`src/rtl/i2c_seq_pkg.sv`:
```
package i2c_seq_pkg;
  localparam int CB_START = 7;
  localparam int CB_STOP  = 6;
  localparam int CB_READ  = 5;
  localparam int CB_WRITE = 4;
  localparam int CB_NACK  = 3;

  localparam int CT_SRST   = 0;
  localparam int CT_CORE   = 1;
  localparam int CT_MASTER = 2;
  localparam int CT_DONEIE = 11;
  localparam int CT_ERRIE  = 12;

  localparam int ST_BUSY = 0;
  localparam int ST_TIP  = 1;
  localparam int ST_NACK = 2;
  localparam int ST_DONE = 8;
  localparam int ST_ERR  = 9;
  localparam int ST_IDX  = 16;

  localparam int A_CTRL = 0;
  localparam int A_STAT = 1;
  localparam int A_GO   = 2;

  typedef enum logic [1:0] {SQ_IDLE, SQ_DECODE, SQ_WAIT} sq_state_e;

  typedef struct packed {
    logic start;
    logic stop;
    logic rd;
    logic wr;
    logic nack;
  } bit_op_t;
endpackage

```
`src/rtl/i2c_seq_regs.sv`:
```
module i2c_seq_regs
  import i2c_seq_pkg::*;
#(
  parameter int CMD_DEPTH = 16,
  parameter int RB_WORDS  = 4,
  parameter int ADDR_W    = 6,
  localparam int IW  = $clog2(CMD_DEPTH) + 1,
  localparam int CIW = $clog2(CMD_DEPTH),
  localparam int RBW = $clog2(RB_WORDS * 4)
) (
  input  logic              clk_i,
  input  logic              rst_ni,
  input  logic              we_i,
  input  logic [ADDR_W-1:0] waddr_i,
  input  logic [31:0]       wdata_i,
  input  logic [ADDR_W-1:0] raddr_i,
  output logic [31:0]       rdata_o,
  input  logic              bus_busy_i,
  input  logic              tip_i,
  input  logic [IW-1:0]     idx_i,
  input  logic              done_set_i,
  input  logic              err_set_i,
  input  logic              nack_set_i,
  input  logic              rb_we_i,
  input  logic [RBW-1:0]    rb_idx_i,
  input  logic [7:0]        rb_byte_i,
  output logic              start_o,
  output logic              srst_o,
  output logic [7:0]        cmd_cur_o,
  output logic [7:0]        cmd_nxt_o,
  output logic              irq_o
);
  localparam int CMD_BASE  = CMD_DEPTH;
  localparam int DATA_BASE = 2 * CMD_DEPTH;

  logic [31:0] cmd_mem [CMD_DEPTH];
  logic [31:0] rbuf    [RB_WORDS];
  logic srst_q, core_q, master_q, doneie_q, errie_q;
  logic done_q, err_q, nack_q;

  logic wr_ctrl, wr_stat, wr_go, wr_cmd;
  logic [CIW-1:0] cmd_widx, cmd_ridx, nxt_idx;
  logic [$clog2(RB_WORDS)-1:0] rb_ridx;
  logic [ADDR_W-1:0] cmd_woff, cmd_roff, rb_roff;

  assign wr_ctrl  = we_i && (waddr_i == ADDR_W'(A_CTRL));
  assign wr_stat  = we_i && (waddr_i == ADDR_W'(A_STAT));
  assign wr_go    = we_i && (waddr_i == ADDR_W'(A_GO));
  assign wr_cmd   = we_i && (int'(waddr_i) >= CMD_BASE) && (int'(waddr_i) < CMD_BASE + CMD_DEPTH);
  assign cmd_woff = waddr_i - ADDR_W'(CMD_BASE);
  assign cmd_widx = cmd_woff[CIW-1:0];
  assign cmd_roff = raddr_i - ADDR_W'(CMD_BASE);
  assign cmd_ridx = cmd_roff[CIW-1:0];
  assign rb_roff  = raddr_i - ADDR_W'(DATA_BASE);
  assign rb_ridx  = rb_roff[$clog2(RB_WORDS)-1:0];

  assign start_o = wr_go && wdata_i[0] && core_q && master_q && !tip_i && !srst_q;
  assign srst_o  = srst_q;

  always_ff @(posedge clk_i or negedge rst_ni) begin
    if (!rst_ni) begin
      srst_q <= 1'b0; core_q <= 1'b0; master_q <= 1'b0;
      doneie_q <= 1'b0; errie_q <= 1'b0;
    end else begin
      if (wr_ctrl) begin
        core_q   <= wdata_i[CT_CORE];
        master_q <= wdata_i[CT_MASTER];
        doneie_q <= wdata_i[CT_DONEIE];
        errie_q  <= wdata_i[CT_ERRIE];
      end
      if (wr_ctrl && wdata_i[CT_SRST]) srst_q <= 1'b1;
      else if (srst_q && !tip_i)       srst_q <= 1'b0;
    end
  end

  always_ff @(posedge clk_i or negedge rst_ni) begin
    if (!rst_ni) begin
      done_q <= 1'b0; err_q <= 1'b0; nack_q <= 1'b0;
    end else if (srst_q) begin
      done_q <= 1'b0; err_q <= 1'b0; nack_q <= 1'b0;
    end else begin
      if (done_set_i)                        done_q <= 1'b1;
      else if (wr_stat && wdata_i[ST_DONE])  done_q <= 1'b0;
      if (err_set_i)                         err_q <= 1'b1;
      else if (wr_stat && wdata_i[ST_ERR])   err_q <= 1'b0;
      if (nack_set_i)                        nack_q <= 1'b1;
      else if (start_o)                      nack_q <= 1'b0;
    end
  end

  always_ff @(posedge clk_i or negedge rst_ni) begin
    if (!rst_ni) begin
      for (int i = 0; i < CMD_DEPTH; i++) cmd_mem[i] <= '0;
    end else if (wr_cmd) begin
      cmd_mem[cmd_widx] <= wdata_i;
    end
  end

  always_ff @(posedge clk_i or negedge rst_ni) begin
    if (!rst_ni) begin
      for (int i = 0; i < RB_WORDS; i++) rbuf[i] <= '0;
    end else if (rb_we_i) begin
      rbuf[rb_idx_i[RBW-1:2]][{rb_idx_i[1:0], 3'b000} +: 8] <= rb_byte_i;
    end
  end

  assign nxt_idx   = idx_i[CIW-1:0] + CIW'(1);
  assign cmd_cur_o = cmd_mem[idx_i[CIW-1:0]][7:0];
  assign cmd_nxt_o = cmd_mem[nxt_idx][7:0];
  assign irq_o     = (done_q && doneie_q) || (err_q && errie_q);

  always_comb begin
    rdata_o = '0;
    if (raddr_i == ADDR_W'(A_CTRL)) begin
      rdata_o[CT_SRST]   = srst_q;
      rdata_o[CT_CORE]   = core_q;
      rdata_o[CT_MASTER] = master_q;
      rdata_o[CT_DONEIE] = doneie_q;
      rdata_o[CT_ERRIE]  = errie_q;
    end else if (raddr_i == ADDR_W'(A_STAT)) begin
      rdata_o[ST_BUSY] = bus_busy_i;
      rdata_o[ST_TIP]  = tip_i;
      rdata_o[ST_NACK] = nack_q;
      rdata_o[ST_DONE] = done_q;
      rdata_o[ST_ERR]  = err_q;
      rdata_o[ST_IDX +: IW] = idx_i;
    end else if ((int'(raddr_i) >= CMD_BASE) && (int'(raddr_i) < CMD_BASE + CMD_DEPTH)) begin
      rdata_o = cmd_mem[cmd_ridx];
    end else if ((int'(raddr_i) >= DATA_BASE) && (int'(raddr_i) < DATA_BASE + RB_WORDS)) begin
      rdata_o = rbuf[rb_ridx];
    end
  end

  assert_srst_clears_flags_R10: assert property (@(posedge clk_i) disable iff (!rst_ni)
    srst_q |=> (!done_q && !err_q && !nack_q));
  assert_irq_needs_flag_R9: assert property (@(posedge clk_i) disable iff (!rst_ni)
    irq_o |-> (done_q || err_q));
endmodule

```
`src/rtl/i2c_seq_fsm.sv`:
```
module i2c_seq_fsm
  import i2c_seq_pkg::*;
#(
  parameter int CMD_DEPTH = 16,
  parameter int RB_WORDS  = 4,
  localparam int IW  = $clog2(CMD_DEPTH) + 1,
  localparam int RBW = $clog2(RB_WORDS * 4)
) (
  input  logic           clk_i,
  input  logic           rst_ni,
  input  logic           start_i,
  input  logic           srst_i,
  input  logic [7:0]     cmd_cur_i,
  input  logic [7:0]     cmd_nxt_i,
  input  logic           bit_done_i,
  input  logic           bit_ack_i,
  input  logic [7:0]     bit_rbyte_i,
  output logic           bit_req_o,
  output bit_op_t        bit_op_o,
  output logic [7:0]     bit_wbyte_o,
  output logic           tip_o,
  output logic [IW-1:0]  idx_o,
  output logic           done_set_o,
  output logic           err_set_o,
  output logic           nack_set_o,
  output logic           rb_we_o,
  output logic [RBW-1:0] rb_idx_o,
  output logic [7:0]     rb_byte_o
);
  sq_state_e state_q;
  logic [IW-1:0]  idx_q;
  logic [2:0]     rep_q;
  logic [RBW-1:0] rb_cnt_q;
  logic is_wr, is_rd, has_op, last_rep, end_list, op_fin, nacked;

  assign is_wr    = cmd_cur_i[CB_WRITE];
  assign is_rd    = cmd_cur_i[CB_READ] && !is_wr;
  assign has_op   = cmd_cur_i[CB_START] || cmd_cur_i[CB_READ] || is_wr;
  assign last_rep = (rep_q == cmd_cur_i[2:0]);
  // a write in the last entry has no data slot behind it
  assign end_list = (int'(idx_q) >= CMD_DEPTH) || !has_op ||
                    (is_wr && (int'(idx_q) == CMD_DEPTH - 1));
  assign op_fin   = (state_q == SQ_WAIT) && bit_done_i;
  assign nacked   = op_fin && is_wr && !bit_ack_i;

  assign bit_req_o      = (state_q == SQ_WAIT);
  assign bit_op_o.start = cmd_cur_i[CB_START] && (rep_q == 3'd0);
  assign bit_op_o.stop  = cmd_cur_i[CB_STOP] && last_rep;
  assign bit_op_o.rd    = is_rd;
  assign bit_op_o.wr    = is_wr;
  assign bit_op_o.nack  = cmd_cur_i[CB_NACK] && is_rd && last_rep;
  assign bit_wbyte_o    = cmd_nxt_i;

  assign tip_o      = (state_q != SQ_IDLE);
  assign idx_o      = idx_q;
  assign done_set_o = (state_q == SQ_DECODE) && !srst_i && end_list;
  assign err_set_o  = nacked && !srst_i;
  assign nack_set_o = nacked && !srst_i;
  assign rb_we_o    = op_fin && is_rd && !srst_i;
  assign rb_idx_o   = rb_cnt_q;
  assign rb_byte_o  = bit_rbyte_i;

  always_ff @(posedge clk_i or negedge rst_ni) begin
    if (!rst_ni) begin
      state_q <= SQ_IDLE; idx_q <= '0; rep_q <= '0; rb_cnt_q <= '0;
    end else if (srst_i) begin
      state_q <= SQ_IDLE; idx_q <= '0; rep_q <= '0; rb_cnt_q <= '0;
    end else begin
      unique case (state_q)
        SQ_IDLE: if (start_i) begin
          state_q <= SQ_DECODE; idx_q <= '0; rep_q <= '0; rb_cnt_q <= '0;
        end
        SQ_DECODE: state_q <= end_list ? SQ_IDLE : SQ_WAIT;
        SQ_WAIT: if (bit_done_i) begin
          if (nacked) begin
            state_q <= SQ_IDLE;
          end else begin
            state_q <= SQ_DECODE;
            if (is_rd) rb_cnt_q <= rb_cnt_q + RBW'(1);
            if (!last_rep) rep_q <= rep_q + 3'd1;
            else begin
              rep_q <= '0;
              idx_q <= idx_q + (is_wr ? IW'(2) : IW'(1));
            end
          end
        end
        default: state_q <= SQ_IDLE;
      endcase
    end
  end

  assert_req_in_range_R6: assert property (@(posedge clk_i) disable iff (!rst_ni)
    bit_req_o |-> (int'(idx_q) < CMD_DEPTH));
  assert_done_ends_run_R6: assert property (@(posedge clk_i) disable iff (!rst_ni)
    done_set_o |=> (!tip_o && !bit_req_o));
  assert_nack_stops_R7: assert property (@(posedge clk_i) disable iff (!rst_ni)
    err_set_o |=> !tip_o);
  assert_one_outcome_R7: assert property (@(posedge clk_i) disable iff (!rst_ni)
    !(done_set_o && err_set_o));
  assert_start_first_only_R4: assert property (@(posedge clk_i) disable iff (!rst_ni)
    (bit_req_o && bit_op_o.start) |-> !bit_op_o.nack || cmd_cur_i[2:0] == 3'd0);
endmodule

```
`src/rtl/i2c_cmd_seq.sv`:
```
module i2c_cmd_seq
  import i2c_seq_pkg::*;
#(
  parameter int CMD_DEPTH = 16,
  parameter int RB_WORDS  = 4,
  parameter int ADDR_W    = 6
) (
  input  logic              clk_i,
  input  logic              rst_ni,
  input  logic              reg_we_i,
  input  logic [ADDR_W-1:0] reg_waddr_i,
  input  logic [31:0]       reg_wdata_i,
  input  logic [ADDR_W-1:0] reg_raddr_i,
  output logic [31:0]       reg_rdata_o,
  output logic              irq_o,
  output logic              bit_req_o,
  output logic              bit_start_o,
  output logic              bit_stop_o,
  output logic              bit_read_o,
  output logic              bit_write_o,
  output logic              bit_nack_o,
  output logic [7:0]        bit_wbyte_o,
  input  logic              bit_done_i,
  input  logic              bit_ack_i,
  input  logic [7:0]        bit_rbyte_i,
  input  logic              bus_busy_i
);
  localparam int IW  = $clog2(CMD_DEPTH) + 1;
  localparam int RBW = $clog2(RB_WORDS * 4);

  logic start, srst, tip, done_set, err_set, nack_set, rb_we;
  logic [IW-1:0]  idx;
  logic [RBW-1:0] rb_idx;
  logic [7:0]     rb_byte, cmd_cur, cmd_nxt;
  bit_op_t        op;

  i2c_seq_regs #(.CMD_DEPTH(CMD_DEPTH), .RB_WORDS(RB_WORDS), .ADDR_W(ADDR_W)) i_regs (
    .clk_i, .rst_ni,
    .we_i(reg_we_i), .waddr_i(reg_waddr_i), .wdata_i(reg_wdata_i),
    .raddr_i(reg_raddr_i), .rdata_o(reg_rdata_o),
    .bus_busy_i, .tip_i(tip), .idx_i(idx),
    .done_set_i(done_set), .err_set_i(err_set), .nack_set_i(nack_set),
    .rb_we_i(rb_we), .rb_idx_i(rb_idx), .rb_byte_i(rb_byte),
    .start_o(start), .srst_o(srst), .cmd_cur_o(cmd_cur), .cmd_nxt_o(cmd_nxt),
    .irq_o
  );

  i2c_seq_fsm #(.CMD_DEPTH(CMD_DEPTH), .RB_WORDS(RB_WORDS)) i_fsm (
    .clk_i, .rst_ni,
    .start_i(start), .srst_i(srst), .cmd_cur_i(cmd_cur), .cmd_nxt_i(cmd_nxt),
    .bit_done_i, .bit_ack_i, .bit_rbyte_i,
    .bit_req_o, .bit_op_o(op), .bit_wbyte_o,
    .tip_o(tip), .idx_o(idx),
    .done_set_o(done_set), .err_set_o(err_set), .nack_set_o(nack_set),
    .rb_we_o(rb_we), .rb_idx_o(rb_idx), .rb_byte_o(rb_byte)
  );

  assign bit_start_o = op.start;
  assign bit_stop_o  = op.stop;
  assign bit_read_o  = op.rd;
  assign bit_write_o = op.wr;
  assign bit_nack_o  = op.nack;
endmodule

```
`config.mk`:
```
export PLATFORM = sky130hd
export DESIGN_NAME = i2c_cmd_seq
export DESIGN_NICKNAME = d
export VERILOG_FILES = /design/src/rtl/i2c_seq_pkg.sv /design/src/rtl/i2c_seq_regs.sv /design/src/rtl/i2c_seq_fsm.sv /design/src/rtl/i2c_cmd_seq.sv
export SDC_FILE = /design/constraint.sdc
export NUM_CORES = 1
export LEC_CHECK = 0
export BUFFER_PORTS_ARGS = -buffer_cell sky130_fd_sc_hd__clkbuf_2
export CAP_MARGIN = 20
export CORE_MARGIN = 8
export CORE_UTILIZATION = 40
export DETAILED_ROUTE_END_ITERATION = 12
export GPL_TIMING_DRIVEN = 0
export PLACE_DENSITY = 0.55
export SYNTH_ARGS = -nofsm -noshare
export SYNTH_HDL_FRONTEND = slang
export SYNTH_SLANG_ARGS = --single-unit
```
`constraint.sdc`:
```
create_clock -name clk_i -period 10.4 [get_ports clk_i]
set_input_delay 2.08 -clock clk_i [delete_from_list [all_inputs] [get_ports clk_i]]
set_output_delay 2.08 -clock clk_i [all_outputs]
set_load 0.05 [all_outputs]
```
### Word-level counts from Yosys, hierarchy flattened

Index checks and enable logic that the tools add are counted.

| word-level totals | value |
|---|---|
| bits in registers | 662 |
| latch bits | 0 |
| RAM bits | 0 |
| ROM bits | 0 |
| logic and storage cells | 199 |
| memories | 0 |

| cells by class | value |
|---|---|
| add/sub/neg operators | 8 |
| $mul | 0 |
| divide/modulo/power cells | 0 |
| order comparisons | 15 |
| equal/unequal tests | 12 |
| shift operators | 2 |
| multiplexer cells | 66 |
| bitwise operators | 6 |
| reductions and logical operators | 58 |

Operators with widths:

| kind | number |
|---|---|
| bitwise mux 512 bit | 1 |
| binary-select mux 32 bit (select 4 bit) | 3 |
| 2-to-1 mux 32 bit | 8 |
| bitwise mux 128 bit | 1 |
| demux 32 bit (select 4 bit) | 1 |
| binary-select mux 32 bit (select 2 bit) | 1 |
| demux 32 bit (select 2 bit) | 1 |
| 2-to-1 mux 8 bit | 5 |
| 2-to-1 mux 5 bit | 7 |
| logical AND 1 bit | 34 |
| variable shift 8 x 7 -> 32 bit (first input constant) | 1 |
| variable part select 8 x 7 -> 32 bit | 1 |
| greater-or-equal comparator 5 bit (second input constant) | 5 |
| 2-to-1 mux 3 bit | 7 |
| 2-to-1 mux 4 bit | 5 |
| inverter 4 -> 5 bit | 4 |
| 2-to-1 mux 19 bit | 1 |
| less-than comparator 6 bit (second input constant) | 3 |
| 2-to-1 mux 2 bit | 7 |
| equality test 6 x 1 -> 1 bit (second input constant) | 2 |
| greater-or-equal comparator 6 x 5 -> 1 bit (second input constant) | 2 |
| zero test 6 bit | 2 |
| 2-to-1 mux 1 bit | 12 |
| nonzero test 3 bit | 4 |
| other kinds (33) | 49 |

### Logic depth before layout (Yosys ltp)

| logic depth | value |
|---|---|
| word-level depth | 12 |
| gate-level depth with buffers | 12 |

### Hierarchy

From an unflattened synthesis, not the netlist that was laid out.

| unflattened totals | value |
|---|---|
| cell total of the unflattened synthesis | 2447 |
| area, all modules | 33046.7 um^2 |

Modules (own cells, without submodules):

| module | instances | cells an instance | area each (um^2) |
|---|---|---|---|
| i2c_seq_regs | 1 | 2319 | 31931.9 |
| i2c_seq_fsm | 1 | 128 | 1114.8 |

### Least setup slack after synthesis

OpenSTA, ideal clock, no wires.

| path | value |
|---|---|
| path kind | input port to output port |
| from | input reg_raddr_i[0] |
| to | output reg_rdata_o[0] |
| arrival | 4.684 ns |
| required time | 8.320 ns |
| setup slack | 3.636 ns |
| stages | 8 |
| buffers on the path | 6 |
| path through | buf_2 buf_2 buf_2 clkbuf_1 buf_2 buf_2 mux2i_1 a21oi_1 |

| on the way | value |
|---|---|
| word-level cells in the longest chain between the ends | 9 |
| elaborated cells between the ends (all ways) | 22 |

RTL lines:

| what | line | source |
|---|---|---|
| from (decl) | i2c_cmd_seq.sv:13 | `input logic [ADDR_W-1:0] reg_raddr_i,` |
| parallel branches: the longest is 8 deep, another holds subtractor 4 x 1 -> 4 bit | - |  |
| 2-to-1 mux 3 bit * | i2c_seq_regs.sv:114 | `if (raddr_i == ADDR_W'(A_CTRL)) begin` |
| to (decl) | i2c_cmd_seq.sv:14 | `output logic [31:0] reg_rdata_o,` |

Every way passes the cells marked *. The select of a mux whose other input is x is not followed.

### Worst setup path after layout

| path | value |
|---|---|
| from | input reg_raddr_i[1] |
| to | output reg_rdata_o[11] |

| on the way | value |
|---|---|
| word-level cells in the longest chain between the ends | 9 |
| elaborated cells between the ends (all ways) | 22 |

RTL lines:

| what | line |
|---|---|
| parallel branches: the longest is 8 deep, another holds subtractor 4 x 1 -> 4 bit | - |
| 2-to-1 mux 2 bit * | i2c_seq_regs.sv:114 |

Marked as above.

==> flow_summary_export.csv <==
group,metric,value,unit
run_status,outcome,"finished, final reports clean",
placed_design,placedInstanceArea,34700,um2
worst_setup_path,crit_path_end_kind,"output port",
route,routed_via_density,5.92,
cells_and_area,syn2layout_area_growth,15.5,%
floorplanning,dieHeight,301,um
global_routing,gr-total-overflow,0,
route,drt-total-wl,99200,um
power,p_leak,16.9,nW
worst_setup_path,ff2ff_setup_slack,6.24,ns
route,drtIter0Drc,1521,
cells_and_area,mostFrequentLayoutCells,"dfrtp_1 (662), mux2_2 (650), mux4_2 (255)",
timing,min_period_over_period,80.7,%
logic_synthesis,ys_seq_elements,662,
clocking,cts_tree,"done",
worst_setup_path,startpoint,"reg_raddr_i[1]",
timing,worstMarginPinSlew,1.19,ns
global_routing,grt_util_all_layers,21.9,%
timing,max_freq,0.119,GHz
floorplanning,initial_utilization,40.3,%
timing,setup_tns,0,ns
clocking,cts_hold_buf,0,
logic_synthesis,yosysSeqAreaShare,51.1,%
floorplanning,core,80400,um2
placed_design,dp.cells,3237,
placed_design,gp_congestion,0.823,
route,ant_nets,0,
global_routing,antenna_found_initial,8,
hold_path,whs_path_depth,1,
clocking,clk_pin_slew_worst_paths,0.05,ns
clocking,cts_sinks,662,
worst_setup_path,critPathKind,"input pin to output port",
clocking,clk_latency,0.62,ns
clocking,clock_path_buffers,3,
cells_and_area,fin_cells,3384,
logic_synthesis,synthArstFlopShare,100,%
route,vias,20000,
worst_setup_path,critical_path.top_delay_family,"buffers and inverters",
worst_setup_path,rr_worst_depth,9,
worst_setup_path,path_cells,"clkbuf_1 > clkbuf_1 > clkbuf_1 > clkbuf_1 > mux4_2 > a22oi_1 > nand2_1 > clkbuf_2",
clocking,post_cts_buffers,0,
worst_setup_path,cp-start-kind,"input pin",
cells_and_area,final_common_cell,"dfrtp_1",
timing,finalMaxSlewViolations,0,
worst_setup_path,cp_num_cells,8,
logic_synthesis,synth_cells,2054,
clocking,htree_levels,3,
cells_and_area,nets,2328,
clocking,cts_resized,0,
route,wl_per_cell,29.3,um
power,p_per_area,182,nW/um2
worst_setup_path,rr_startpoint,"i_fsm.idx_o[0]$_DFFE_PN0P_",
placed_design,portBuffers,100,
clocking,numCtsBuffers,75,
power,ir_drop,0.116,mV
floorplanning,io_pins,105,
logic_synthesis,synth_area,32400,um2
timing,fin_skew,0.0200,ns
global_routing,grt_pass1_wl,147000,um
logic_synthesis,synth_ff_type,"dfrtp_1",
logic_synthesis,synth_fp_nets,2124,
timing,setup_viol,0,
timing,max_slew_margin,20.4,%
worst_setup_path,critPathRequiredTime,8.32,ns
worst_setup_path,slowest_stage,"clkbuf_1",
clocking,clk_root_buffer_cell,"clkbuf_16",
placed_design,dp_hpwl,69000,um
logic_synthesis,yosys_warnings,0,
global_routing,grt_pass1_vias,21200,
global_routing,grt_max_degree,118,
floorplanning,die_x,301,um
hold_path,min_path_type,"register to register",
cells_and_area,final_util,46.5,%
job,cap_violations,0,
cells_and_area,drive_gt1_share,51.3,%
timing,rsz0062_at_grt,"false",
timing,min_period,8.39,ns
floorplanning,die_area,90400,um2
worst_setup_path,crit_top_cell,"clkbuf_1",
timing,hold_viol,0,
route,drc_errors,0,
hold_path,min_from,"i_regs.cmd_mem[55]$_DFFE_PN0P_",
logic_synthesis,synth-edff-count,0,
worst_setup_path,slowest_delay,0.82,ns
worst_setup_path,crit_buf_inv,5,
route,drt-pass1-iter-count,5,
worst_setup_path,cp.arrival,6.31,ns
cells_and_area,n_fill_cell,6952,
logic_synthesis,syn_area_per_cell,15.8,um2
cells_and_area,postLayoutCellArea,37400,um2
logic_synthesis,yosysUniqueCellTypes,52,
worst_setup_path,crit_fanout,10,
floorplanning,rows,104,
state kept, by name (all words and copies together) (netlist names), 2 cells and up:
register / count
i_fsm.rep_q: 3
i_regs.cmd_mem: 512
i_fsm.idx_o: 5
i_fsm.rb_idx_o: 4
i_fsm.state_q: 2
i_regs.rbuf: 128
power breakdown:
part	switching [W]	internal (W)	total (W)
logic	0.000464	0.000492	0.000956
registers	0.000170	0.00285	0.00302
clock network	0.00110	0.00173	0.00283
total	0.00174	0.00507	0.00680
synthesized netlist by cell type (10+ instances only):
cell | n | area share (%)
nor2_1 | 17 | 0.20
nand2b_1 | 10 | 0.19
buf_2 | 11 | 0.17
nand3_1 | 21 | 0.32
mux4_2 | 255 | 18
a22o_1 | 26 | 0.70
mux2i_1 | 21 | 0.65
nand2_1 | 44 | 0.51
inv_1 | 15 | 0.17
nor2_2 | 10 | 0.19
buf_1 | 35 | 0.41
mux2_2 | 650 | 23
clkbuf_1 | 109 | 1.3
nor3_1 | 11 | 0.17
ha_1 | 11 | 0.42
dfrtp_1 | 662 | 51
and2_1 | 34 | 0.66
a22oi_1 | 16 | 0.37
final timing paths:
| kind | end |
|---|---|
| max | reg_rdata_o[11] |
| min | i_regs.cmd_mem[55]$_DFFE_PN0P_ |
| max reg2reg | i_regs.done_q$_DFFE_PN0P_ |
| min reg2reg | i_regs.cmd_mem[55]$_DFFE_PN0P_ |
| max in group asynchronous | i_regs.rbuf[113]$_DFFE_PN0P_ |
| min in group asynchronous | i_regs.cmd_mem[497]$_DFFE_PN0P_ |
per-stage QoR:
step / hold WS [ns] / setup slack [ns] / power [W]
6_report: 0.498 / 2.01 / 0.00680
5_1_grt: 0.506 / 1.99 / 0.00707
4_1_cts: 0.500 / 2.11 / 0.00687
3_5_place_dp: 0.487 / 2.12 / 0.00402
3_3_place_gp: 0.481 / -8.03 / 0.00396
2_1_floorplan: 0.457 / 3.64 / 0.00365
metal layers:
layer / track usage, % / share of wire (%) / wire length (um)
met1: 30.1 / 44 / 43200
met2: 34.5 / 47 / 46900
met3: 4.08 / 5.7 / 5630
met4: 8.20 / 3.5 / 3460
met5: 0 / 0.017 / 17
cell type report:
class                   instances  area (um2)  area share [%]
diodes                          6        15.0          0.0401
plain buffers                 157         611            1.63
inverters                      16        60.1           0.160
multi-input cells            1219       15200            40.6
flip-flops and latches        662       16600            44.3
clock buffers                 112        2260            6.04
well taps                    1060        1330            3.54
repair buffers                127        1010            2.71
clock inverters                25         383            1.02
kinds of logic (layout without fill, tap and decap cells):
group | count (synthesis) | count (layout) | share of synthesized area (%)
adder cells (fa/ha/maj) | 12 | 12 | 0.486
multiplexers | 926 | 926 | 41.0
AO/OA/AOI/OAI | 90 | 90 | 2.10
XOR/XNOR | 3 | 3 | 0.0811
buffers and inverters | 173 | 437 | 2.07
AND/OR/NAND/NOR | 188 | 188 | 3.19
other | 0 | 6 | 0
flip-flops | 662 | 662 | 51.1
Power figures use the tool's default switching activity.
